`config.mk`:
```
export PLATFORM = sky130hd
export DESIGN_NAME = i2c_stx_engine
export DESIGN_NICKNAME = d
export VERILOG_FILES = /design/src/rtl/stx_pkg.sv /design/src/rtl/stx_bus_mon.sv /design/src/rtl/stx_shifter.sv /design/src/rtl/stx_ctrl.sv /design/src/rtl/i2c_stx_engine.sv
export SDC_FILE = /design/constraint.sdc
export NUM_CORES = 1
export LEC_CHECK = 0
export BUFFER_PORTS_ARGS = -buffer_cell sky130_fd_sc_hd__buf_2
export CELL_PAD_IN_SITES_DETAIL_PLACEMENT = 0
export CELL_PAD_IN_SITES_GLOBAL_PLACEMENT = 1
export CORE_MARGIN = 4
export CORE_UTILIZATION = 46
export DETAILED_ROUTE_END_ITERATION = 10
export GPL_TIMING_DRIVEN = 0
export PLACE_DENSITY_LB_ADDON = 0.3
export SLEW_MARGIN = 20
export SYNTH_ARGS = -nofsm -noshare
export SYNTH_HDL_FRONTEND = slang
export SYNTH_SLANG_ARGS = --single-unit
```
`constraint.sdc`:
```
create_clock -name clk -period 2.77 [get_ports clk]
set_input_delay 0.1385 -clock clk [delete_from_list [all_inputs] [get_ports clk]]
set_output_delay 0.1385 -clock clk [all_outputs]
set_load 0.05 [all_outputs]
```
`src/rtl/stx_pkg.sv`:
```
`timescale 1ns/1ps
package stx_pkg;
  typedef enum logic [2:0] {
    ST_IDLE,   // not addressed, monitoring for START
    ST_ADDR,   // taking in the address byte
    ST_AACK,   // pulling SDA low for the address acknowledge
    ST_HOLD,   // flag raised, SCL held low
    ST_SEND,   // shifting a data byte out
    ST_MACK    // master acknowledge slot
  } stx_state_t;

  localparam logic [7:0] CODE_IDLE      = 8'hF8;
  localparam logic [7:0] CODE_ADDR_RD   = 8'hA8;
  localparam logic [7:0] CODE_ARB_RD    = 8'hB0;
  localparam logic [7:0] CODE_DATA_ACK  = 8'hB8;
  localparam logic [7:0] CODE_DATA_NACK = 8'hC0;
  localparam logic [7:0] CODE_LAST_ACK  = 8'hC8;
endpackage

```
`src/rtl/stx_bus_mon.sv`:
```
`timescale 1ns/1ps
module stx_bus_mon #(
  parameter int SYNC_STAGES = 2
) (
  input  logic clk,
  input  logic rst_n,
  input  logic scl_i,
  input  logic sda_i,
  output logic scl_s,
  output logic sda_s,
  output logic scl_rise,
  output logic scl_fall,
  output logic start_det,
  output logic stop_det
);
  logic [SYNC_STAGES-1:0] scl_ff, sda_ff, scl_ff_d, sda_ff_d;
  logic scl_q, sda_q;

  // next values of the synchroniser chains
  always_comb begin
    scl_ff_d = {scl_ff[SYNC_STAGES-2:0], scl_i};
    sda_ff_d = {sda_ff[SYNC_STAGES-2:0], sda_i};
  end

  always_ff @(posedge clk or negedge rst_n) begin
    if (!rst_n) begin
      scl_ff <= '1;
      sda_ff <= '1;
      scl_q  <= 1'b1;
      sda_q  <= 1'b1;
    end else begin
      scl_ff <= scl_ff_d;
      sda_ff <= sda_ff_d;
      scl_q  <= scl_s;
      sda_q  <= sda_s;
    end
  end

  assign scl_s     = scl_ff[SYNC_STAGES-1];
  assign sda_s     = sda_ff[SYNC_STAGES-1];
  assign scl_rise  = scl_s & ~scl_q;
  assign scl_fall  = ~scl_s & scl_q;
  assign start_det = scl_s & scl_q & sda_q & ~sda_s;
  assign stop_det  = scl_s & scl_q & ~sda_q & sda_s;
endmodule

```
`src/rtl/stx_shifter.sv`:
```
`timescale 1ns/1ps
module stx_shifter #(
  parameter int DATA_W = 8
) (
  input  logic              clk,
  input  logic              rst_n,
  input  logic              cnt_clr,
  input  logic              cap_en,
  input  logic              sda_s,
  input  logic              load_en,
  input  logic [DATA_W-1:0] load_data,
  input  logic              shift_en,
  output logic [DATA_W-1:0] sh_byte,
  output logic              tx_msb,
  output logic [$clog2(DATA_W+1)-1:0] bit_cnt
);
  localparam int CNT_W = $clog2(DATA_W + 1);

  logic [DATA_W-1:0] sh_q, sh_d;
  logic [CNT_W-1:0]  cnt_q, cnt_d;

  // one register serves both the incoming address and the outgoing data
  always_comb begin
    sh_d  = sh_q;
    cnt_d = cnt_q;
    if (cnt_clr) begin
      cnt_d = '0;
    end else if (load_en) begin
      sh_d  = load_data;
      cnt_d = '0;
    end else if (cap_en) begin
      sh_d  = {sh_q[DATA_W-2:0], sda_s};
      cnt_d = cnt_q + 1'b1;
    end else if (shift_en) begin
      sh_d  = {sh_q[DATA_W-2:0], 1'b1};
      cnt_d = cnt_q + 1'b1;
    end
  end

  always_ff @(posedge clk or negedge rst_n) begin
    if (!rst_n) begin
      sh_q  <= '1;
      cnt_q <= '0;
    end else begin
      sh_q  <= sh_d;
      cnt_q <= cnt_d;
    end
  end

  assign sh_byte = sh_q;
  assign tx_msb  = sh_q[DATA_W-1];
  assign bit_cnt = cnt_q;


  cnt_bound_chk: assert property (@(posedge clk) disable iff (!rst_n)
    cnt_q <= CNT_W'(DATA_W));
endmodule

```
`src/rtl/stx_ctrl.sv`:
```
`timescale 1ns/1ps
module stx_ctrl
  import stx_pkg::*;
#(
  parameter int DATA_W = 8
) (
  input  logic              clk,
  input  logic              rst_n,
  input  logic              scl_rise,
  input  logic              scl_fall,
  input  logic              start_det,
  input  logic              stop_det,
  input  logic              sda_s,
  input  logic [DATA_W-1:0] sh_byte,
  input  logic [$clog2(DATA_W+1)-1:0] bit_cnt,
  input  logic              tx_msb,
  input  logic [DATA_W-2:0] own_addr,
  input  logic              ack_en,
  input  logic              mst_arb_lost,
  input  logic              si_clr,
  output logic              cnt_clr,
  output logic              cap_en,
  output logic              load_en,
  output logic              shift_en,
  output logic              si,
  output logic [7:0]        code,
  output logic              sda_oe,
  output logic              scl_oe
);
  localparam int CNT_W = $clog2(DATA_W + 1);

  stx_state_t state_q, state_d;
  logic       si_q, si_d;
  logic [7:0] code_q, code_d;
  logic       final_q, final_d;
  logic       last_q, last_d;
  logic       ack_q, ack_d;
  logic       addr_hit;

  assign addr_hit = (sh_byte[DATA_W-1:1] == own_addr) && sh_byte[0];

  always_comb begin
    state_d  = state_q;
    si_d     = si_q;
    code_d   = code_q;
    final_d  = final_q;
    last_d   = last_q;
    ack_d    = ack_q;
    cnt_clr  = 1'b0;
    cap_en   = 1'b0;
    load_en  = 1'b0;
    shift_en = 1'b0;
    if (state_q != ST_HOLD && start_det) begin
      state_d = ST_ADDR;
      cnt_clr = 1'b1;
    end else if (state_q != ST_HOLD && stop_det) begin
      state_d = ST_IDLE;
    end else begin
      unique case (state_q)
        ST_IDLE: ;
        ST_ADDR: begin
          cap_en = scl_rise;
          if (scl_fall && bit_cnt == CNT_W'(DATA_W))
            state_d = (addr_hit && ack_en) ? ST_AACK : ST_IDLE;
        end
        ST_AACK: begin
          if (scl_fall) begin
            state_d = ST_HOLD;
            si_d    = 1'b1;
            code_d  = mst_arb_lost ? CODE_ARB_RD : CODE_ADDR_RD;
            final_d = 1'b0;
          end
        end
        ST_HOLD: begin
          if (si_clr) begin
            si_d = 1'b0;
            if (final_q) begin
              state_d = ST_IDLE;
            end else begin
              load_en = 1'b1;
              last_d  = ~ack_en;
              state_d = ST_SEND;
            end
          end
        end
        ST_SEND: begin
          shift_en = scl_fall;
          if (scl_fall && bit_cnt == CNT_W'(DATA_W - 1))
            state_d = ST_MACK;
        end
        ST_MACK: begin
          if (scl_rise)
            ack_d = ~sda_s;
          if (scl_fall) begin
            state_d = ST_HOLD;
            si_d    = 1'b1;
            final_d = ~ack_q | last_q;
            if (!ack_q)      code_d = CODE_DATA_NACK;
            else if (last_q) code_d = CODE_LAST_ACK;
            else             code_d = CODE_DATA_ACK;
          end
        end
        default: state_d = ST_IDLE;
      endcase
    end
  end

  always_ff @(posedge clk or negedge rst_n) begin
    if (!rst_n) begin
      state_q <= ST_IDLE;
      si_q    <= 1'b0;
      code_q  <= CODE_IDLE;
      final_q <= 1'b0;
      last_q  <= 1'b0;
      ack_q   <= 1'b0;
    end else begin
      state_q <= state_d;
      si_q    <= si_d;
      code_q  <= code_d;
      final_q <= final_d;
      last_q  <= last_d;
      ack_q   <= ack_d;
    end
  end

  assign si     = si_q;
  assign code   = code_q;
  assign scl_oe = (state_q == ST_HOLD);
  assign sda_oe = (state_q == ST_AACK) | ((state_q == ST_SEND) & ~tx_msb);


  hold_needs_flag_chk: assert property (@(posedge clk) disable iff (!rst_n)
    scl_oe |-> si);


  flag_after_fall_chk: assert property (@(posedge clk) disable iff (!rst_n)
    $rose(si) |-> $past(scl_fall));


  flag_code_valid_chk: assert property (@(posedge clk) disable iff (!rst_n)
    $rose(si) |-> (code == CODE_ADDR_RD || code == CODE_ARB_RD ||
                   code == CODE_DATA_ACK || code == CODE_DATA_NACK ||
                   code == CODE_LAST_ACK));


  final_clear_idle_chk: assert property (@(posedge clk) disable iff (!rst_n)
    (si && si_clr && (code == CODE_DATA_NACK || code == CODE_LAST_ACK))
      |=> (!si && !scl_oe && !sda_oe));


  addr_ack_match_chk: assert property (@(posedge clk) disable iff (!rst_n)
    (state_q == ST_AACK) |-> (sh_byte[0] && sh_byte[DATA_W-1:1] == own_addr));
endmodule

```
`src/rtl/i2c_stx_engine.sv`:
```
`timescale 1ns/1ps
module i2c_stx_engine
  import stx_pkg::*;
#(
  parameter int DATA_W      = 8,
  parameter int SYNC_STAGES = 2
) (
  input  logic              clk,
  input  logic              rst_n,
  input  logic              scl_i,
  input  logic              sda_i,
  output logic              scl_oe,
  output logic              sda_oe,
  input  logic [DATA_W-2:0] own_addr,
  input  logic              ack_en,
  input  logic              mst_arb_lost,
  input  logic              dat_we,
  input  logic [DATA_W-1:0] dat_wdata,
  input  logic              si_clr,
  output logic              si,
  output logic [7:0]        status
);
  localparam int CNT_W = $clog2(DATA_W + 1);

  logic [1:0] rst_pipe;
  logic       rst_ni;

  // asynchronous assert, synchronous release
  always_ff @(posedge clk or negedge rst_n) begin
    if (!rst_n) rst_pipe <= 2'b00;
    else        rst_pipe <= {rst_pipe[0], 1'b1};
  end
  assign rst_ni = rst_pipe[1];

  logic [DATA_W-1:0] dat_q, dat_d;
  always_comb dat_d = dat_we ? dat_wdata : dat_q;
  always_ff @(posedge clk or negedge rst_ni) begin
    if (!rst_ni) dat_q <= '0;
    else         dat_q <= dat_d;
  end

  logic scl_s, sda_s, scl_rise, scl_fall, start_det, stop_det;
  logic cnt_clr, cap_en, load_en, shift_en, tx_msb, si_w;
  logic [DATA_W-1:0] sh_byte;
  logic [CNT_W-1:0]  bit_cnt;
  logic [7:0]        code_w;

  stx_bus_mon #(.SYNC_STAGES(SYNC_STAGES)) u_mon (
    .clk(clk), .rst_n(rst_ni), .scl_i(scl_i), .sda_i(sda_i),
    .scl_s(scl_s), .sda_s(sda_s), .scl_rise(scl_rise), .scl_fall(scl_fall),
    .start_det(start_det), .stop_det(stop_det)
  );

  stx_shifter #(.DATA_W(DATA_W)) u_sh (
    .clk(clk), .rst_n(rst_ni), .cnt_clr(cnt_clr), .cap_en(cap_en),
    .sda_s(sda_s), .load_en(load_en), .load_data(dat_q), .shift_en(shift_en),
    .sh_byte(sh_byte), .tx_msb(tx_msb), .bit_cnt(bit_cnt)
  );

  stx_ctrl #(.DATA_W(DATA_W)) u_ctrl (
    .clk(clk), .rst_n(rst_ni), .scl_rise(scl_rise), .scl_fall(scl_fall),
    .start_det(start_det), .stop_det(stop_det), .sda_s(sda_s),
    .sh_byte(sh_byte), .bit_cnt(bit_cnt), .tx_msb(tx_msb),
    .own_addr(own_addr), .ack_en(ack_en), .mst_arb_lost(mst_arb_lost),
    .si_clr(si_clr), .cnt_clr(cnt_clr), .cap_en(cap_en), .load_en(load_en),
    .shift_en(shift_en), .si(si_w), .code(code_w), .sda_oe(sda_oe),
    .scl_oe(scl_oe)
  );

  assign si     = si_w;
  assign status = si_w ? code_w : CODE_IDLE;
endmodule

```
==> reports/qor.yml <==
status:
  status: "complete, no violations"
sta:
  tns_ns: 0
  fin_worst_skew_ns: 0.005667
  max_freq_ghz: 0.5875
  layout_min_cycle_time_ns: 1.702
  drv_slew: 0
  rsz0062_at_grt: "no"
  setup_viol_count_final: 0
  finalCritPeriodShare: 0.6145
  finalHoldViolCount: 0
floorplanning:
  row_count: 23
  floorplan.initialDensity: 0.4838
  die_h_microns: 73.33
  core_area_sq_um: 4058
  die_area_sq_um: 5377
  ios: 34
  die_x_microns: 73.33
critical_path:
  critical_path.top_delay_family: "buffers and inverters"
  worst-path-buf-inv: 2
  cp_data_arrival_time_ns: 1.56
  start_kind: "flip-flop"
  r2r-start: "u_mon.scl_ff[1]"
  rrSetupSlack_ns: 1.17
  crit_slowest_cell: "dfrtp_1"
  cp_cell_sequence: "buf_4, nand2b_1, o21a_1, nor2_1, buf_2"
  setup.worst_path.end_class: "output port"
  crit_type: "reg2out"
  worstPathRequired_ns: 2.63
  critical-path-max-stage-delay_ns: 0.39
  r2r_cells: 5
  worstReg2RegEnd: "u_ctrl.state_q[0]"
  crit_path_max_fanout: 10
routing:
  drcViolationCount: 0
  viasPerCell: 5.126
  firstDrtPassIters: 4
  wire_per_inst_microns: 13.66
  wl_mm: 3.784
  drtIter0Drc: 49
  vias: 1420
  drtAntennaViolNets: 0
global_routing:
  antenna_found_initial: 0
  track_usage: 0.1604
  grt-ovfl-total: 0
  grt_pass1_wl_mm: 6.603
  grt_max_degree: 32
  grt_pass1_vias: 1468
place:
  portBuffers: 28
  place.gp.congestion: 0.8274
  hpwlAfterDp_mm: 2.849
cells_and_area:
  nets: 251
  final_cell_mix: "30 x buf_2, 20 x dfrtp_1, 18 x dfstp_2, 16 x nor2_1, 15 x nand2_1"
  drive_gt1_frac: 0.3480
  layout_commonest_cell: "buf_2"
  antenna_cells: 0
  area_growth_pct: 19.50
cts:
  cts_tree: "yes"
  cts_made_buffers: 5
  cts_root_buf: "clkbuf_8"
  clock-sinks: 39
  h-tree-depth: 2
  clk-insertion-delay-late_ns: 0.29
  ctsResizeCount: 0
  clk_pin_slew_ns: 0.07
  cts_buffer_depth: 2
synthesis:
  yosys_warnings: 0
  syn-cell-area_sq_um: 1963
  ys_seq_elements: 39
  synthArstFlopShare: 1.000
  synth_edf_count: 0
  netlist-cell-type-count: 43
  synthFlopType: "dfrtp_1"
  netlist_instances: 184
  syn-mean-instance-area_sq_um: 10.67
  seq_area_frac_synth: 0.5086
worst_hold_path:
  hold_path_class: "in2reg"
  whs_path_depth: 2
  hold_path.startpoint: "ack_en"
  hold_end: "u_ctrl.last_q"
run:
  cap_violations: 0
pwr:
  power_density_nw_per_um2: 745.1
  vdd_ir_drop_max_v: 0.0004679
  power.total_uw: 1748
  cellLeakagePower_uw: 0.001041
sequential cells by signal (all words and copies together), names as in the netlist, 2 cells and up:
signal          cells
dat_q               8
rst_pipe            2
u_ctrl.code         4
u_ctrl.state_q      3
u_mon.scl_ff        2
u_mon.sda_ff        2
u_sh.bit_cnt        4
u_sh.sh_byte        8
cells in the mapped netlist, drive strengths merged, types with 3 or more instances:
| library cell | n | share of area |
|---|---|---|
| dfstp | 18 | 0.24 |
| dfrtp | 21 | 0.27 |
| mux2 | 8 | 0.046 |
| nand2b | 8 | 0.025 |
| nor2 | 16 | 0.031 |
| o21a | 4 | 0.015 |
| o21ai | 17 | 0.045 |
| mux2i | 9 | 0.046 |
| buf | 9 | 0.036 |
| inv | 5 | 0.0096 |
| nor3 | 4 | 0.016 |
| xor2 | 10 | 0.045 |
| a21o | 4 | 0.015 |
| a31oi | 3 | 0.0096 |
| nand2 | 15 | 0.029 |
| a21oi | 9 | 0.025 |
layout make-up:
cell class / count / area (sq um)
sequential: 39 / 999.7
fill: 362 / 1712
buffer: 10 / 73.82
multi-input combinational: 133 / 883.3
clock buffer: 6 / 82.58
tap: 50 / 62.56
timing repair buffer: 32 / 190.2
inverter: 5 / 18.77
clock inverter: 2 / 35.03
cell families after synthesis:
| group | after synthesis | share of synthesized area |
|---|---|---|
| other | 2 | 0.003826 |
| muxes | 17 | 0.09178 |
| AOI/OAI and AO/OA | 41 | 0.1300 |
| and+or+nand+nor | 57 | 0.1568 |
| DFF | 39 | 0.5086 |
| buffers and inverters | 15 | 0.04716 |
| adders and majority gates | 2 | 0.01274 |
| xor gates and xnor gates | 11 | 0.04907 |
routing by layer:
layer,track usage,vias to the layer above,share of wire
li1,-,708,-
met1,0.1888,669,0.44
met2,0.2741,36,0.49
met3,0.04925,7,0.058
met4,0.06036,0,0.018
met5,0,-,0
worst max path at each step:
stage / startpoint / end / slack [ns] / depth (start not counted)
3_3_place_gp: u_mon.scl_ff[1] / u_ctrl.state_q[0] / 1.20 / 5
2_1_floorplan: u_ctrl.state_q[2] / u_ctrl.state_q[0] / 0.99 / 5
3_5_place_dp: u_mon.scl_ff[1] / u_ctrl.state_q[0] / 1.17 / 5
6_report: u_ctrl.state_q[1] / sda_oe / 1.07 / 5
4_1_cts: u_ctrl.state_q[1] / sda_oe / 1.06 / 5
5_1_grt: u_ctrl.state_q[2] / sda_oe / 0.96 / 5
what timing repair did:
item	4_1_cts	5_1_grt
hold buffers	3	0
setup buffers	0	0
endpoints found under the hold margin	4	0
per-stage QoR:
step / instance area (sq um) / setup slack, ns / instances / hold slack, ns / utilization
after global placement: 2177 / 1.197 / 265 / -0.07662 / 0.5365
after floorplan: 1974 / 0.9943 / 187 / -0.1571 / -
after CTS: 2346 / 1.064 / 277 / 0.05320 / 0.5782
after detailed placement: 2198 / 1.168 / 266 / -0.07455 / 0.5418
after global routing: 2346 / 0.9643 / 277 / 0.04484 / 0.5782
final: 2346 / 1.068 / 277 / 0.05401 / 0.5782
where the power goes:
part	switching, uW	leakage [uW]	internal (uW)	total [uW]
logic	235	0.000533	166	401
registers	106	0.000447	754	860
clock network	196	0.0000612	291	487
total	537	0.00104	1210	1750
No activity file was read; power rests on OpenSTA's default activity.
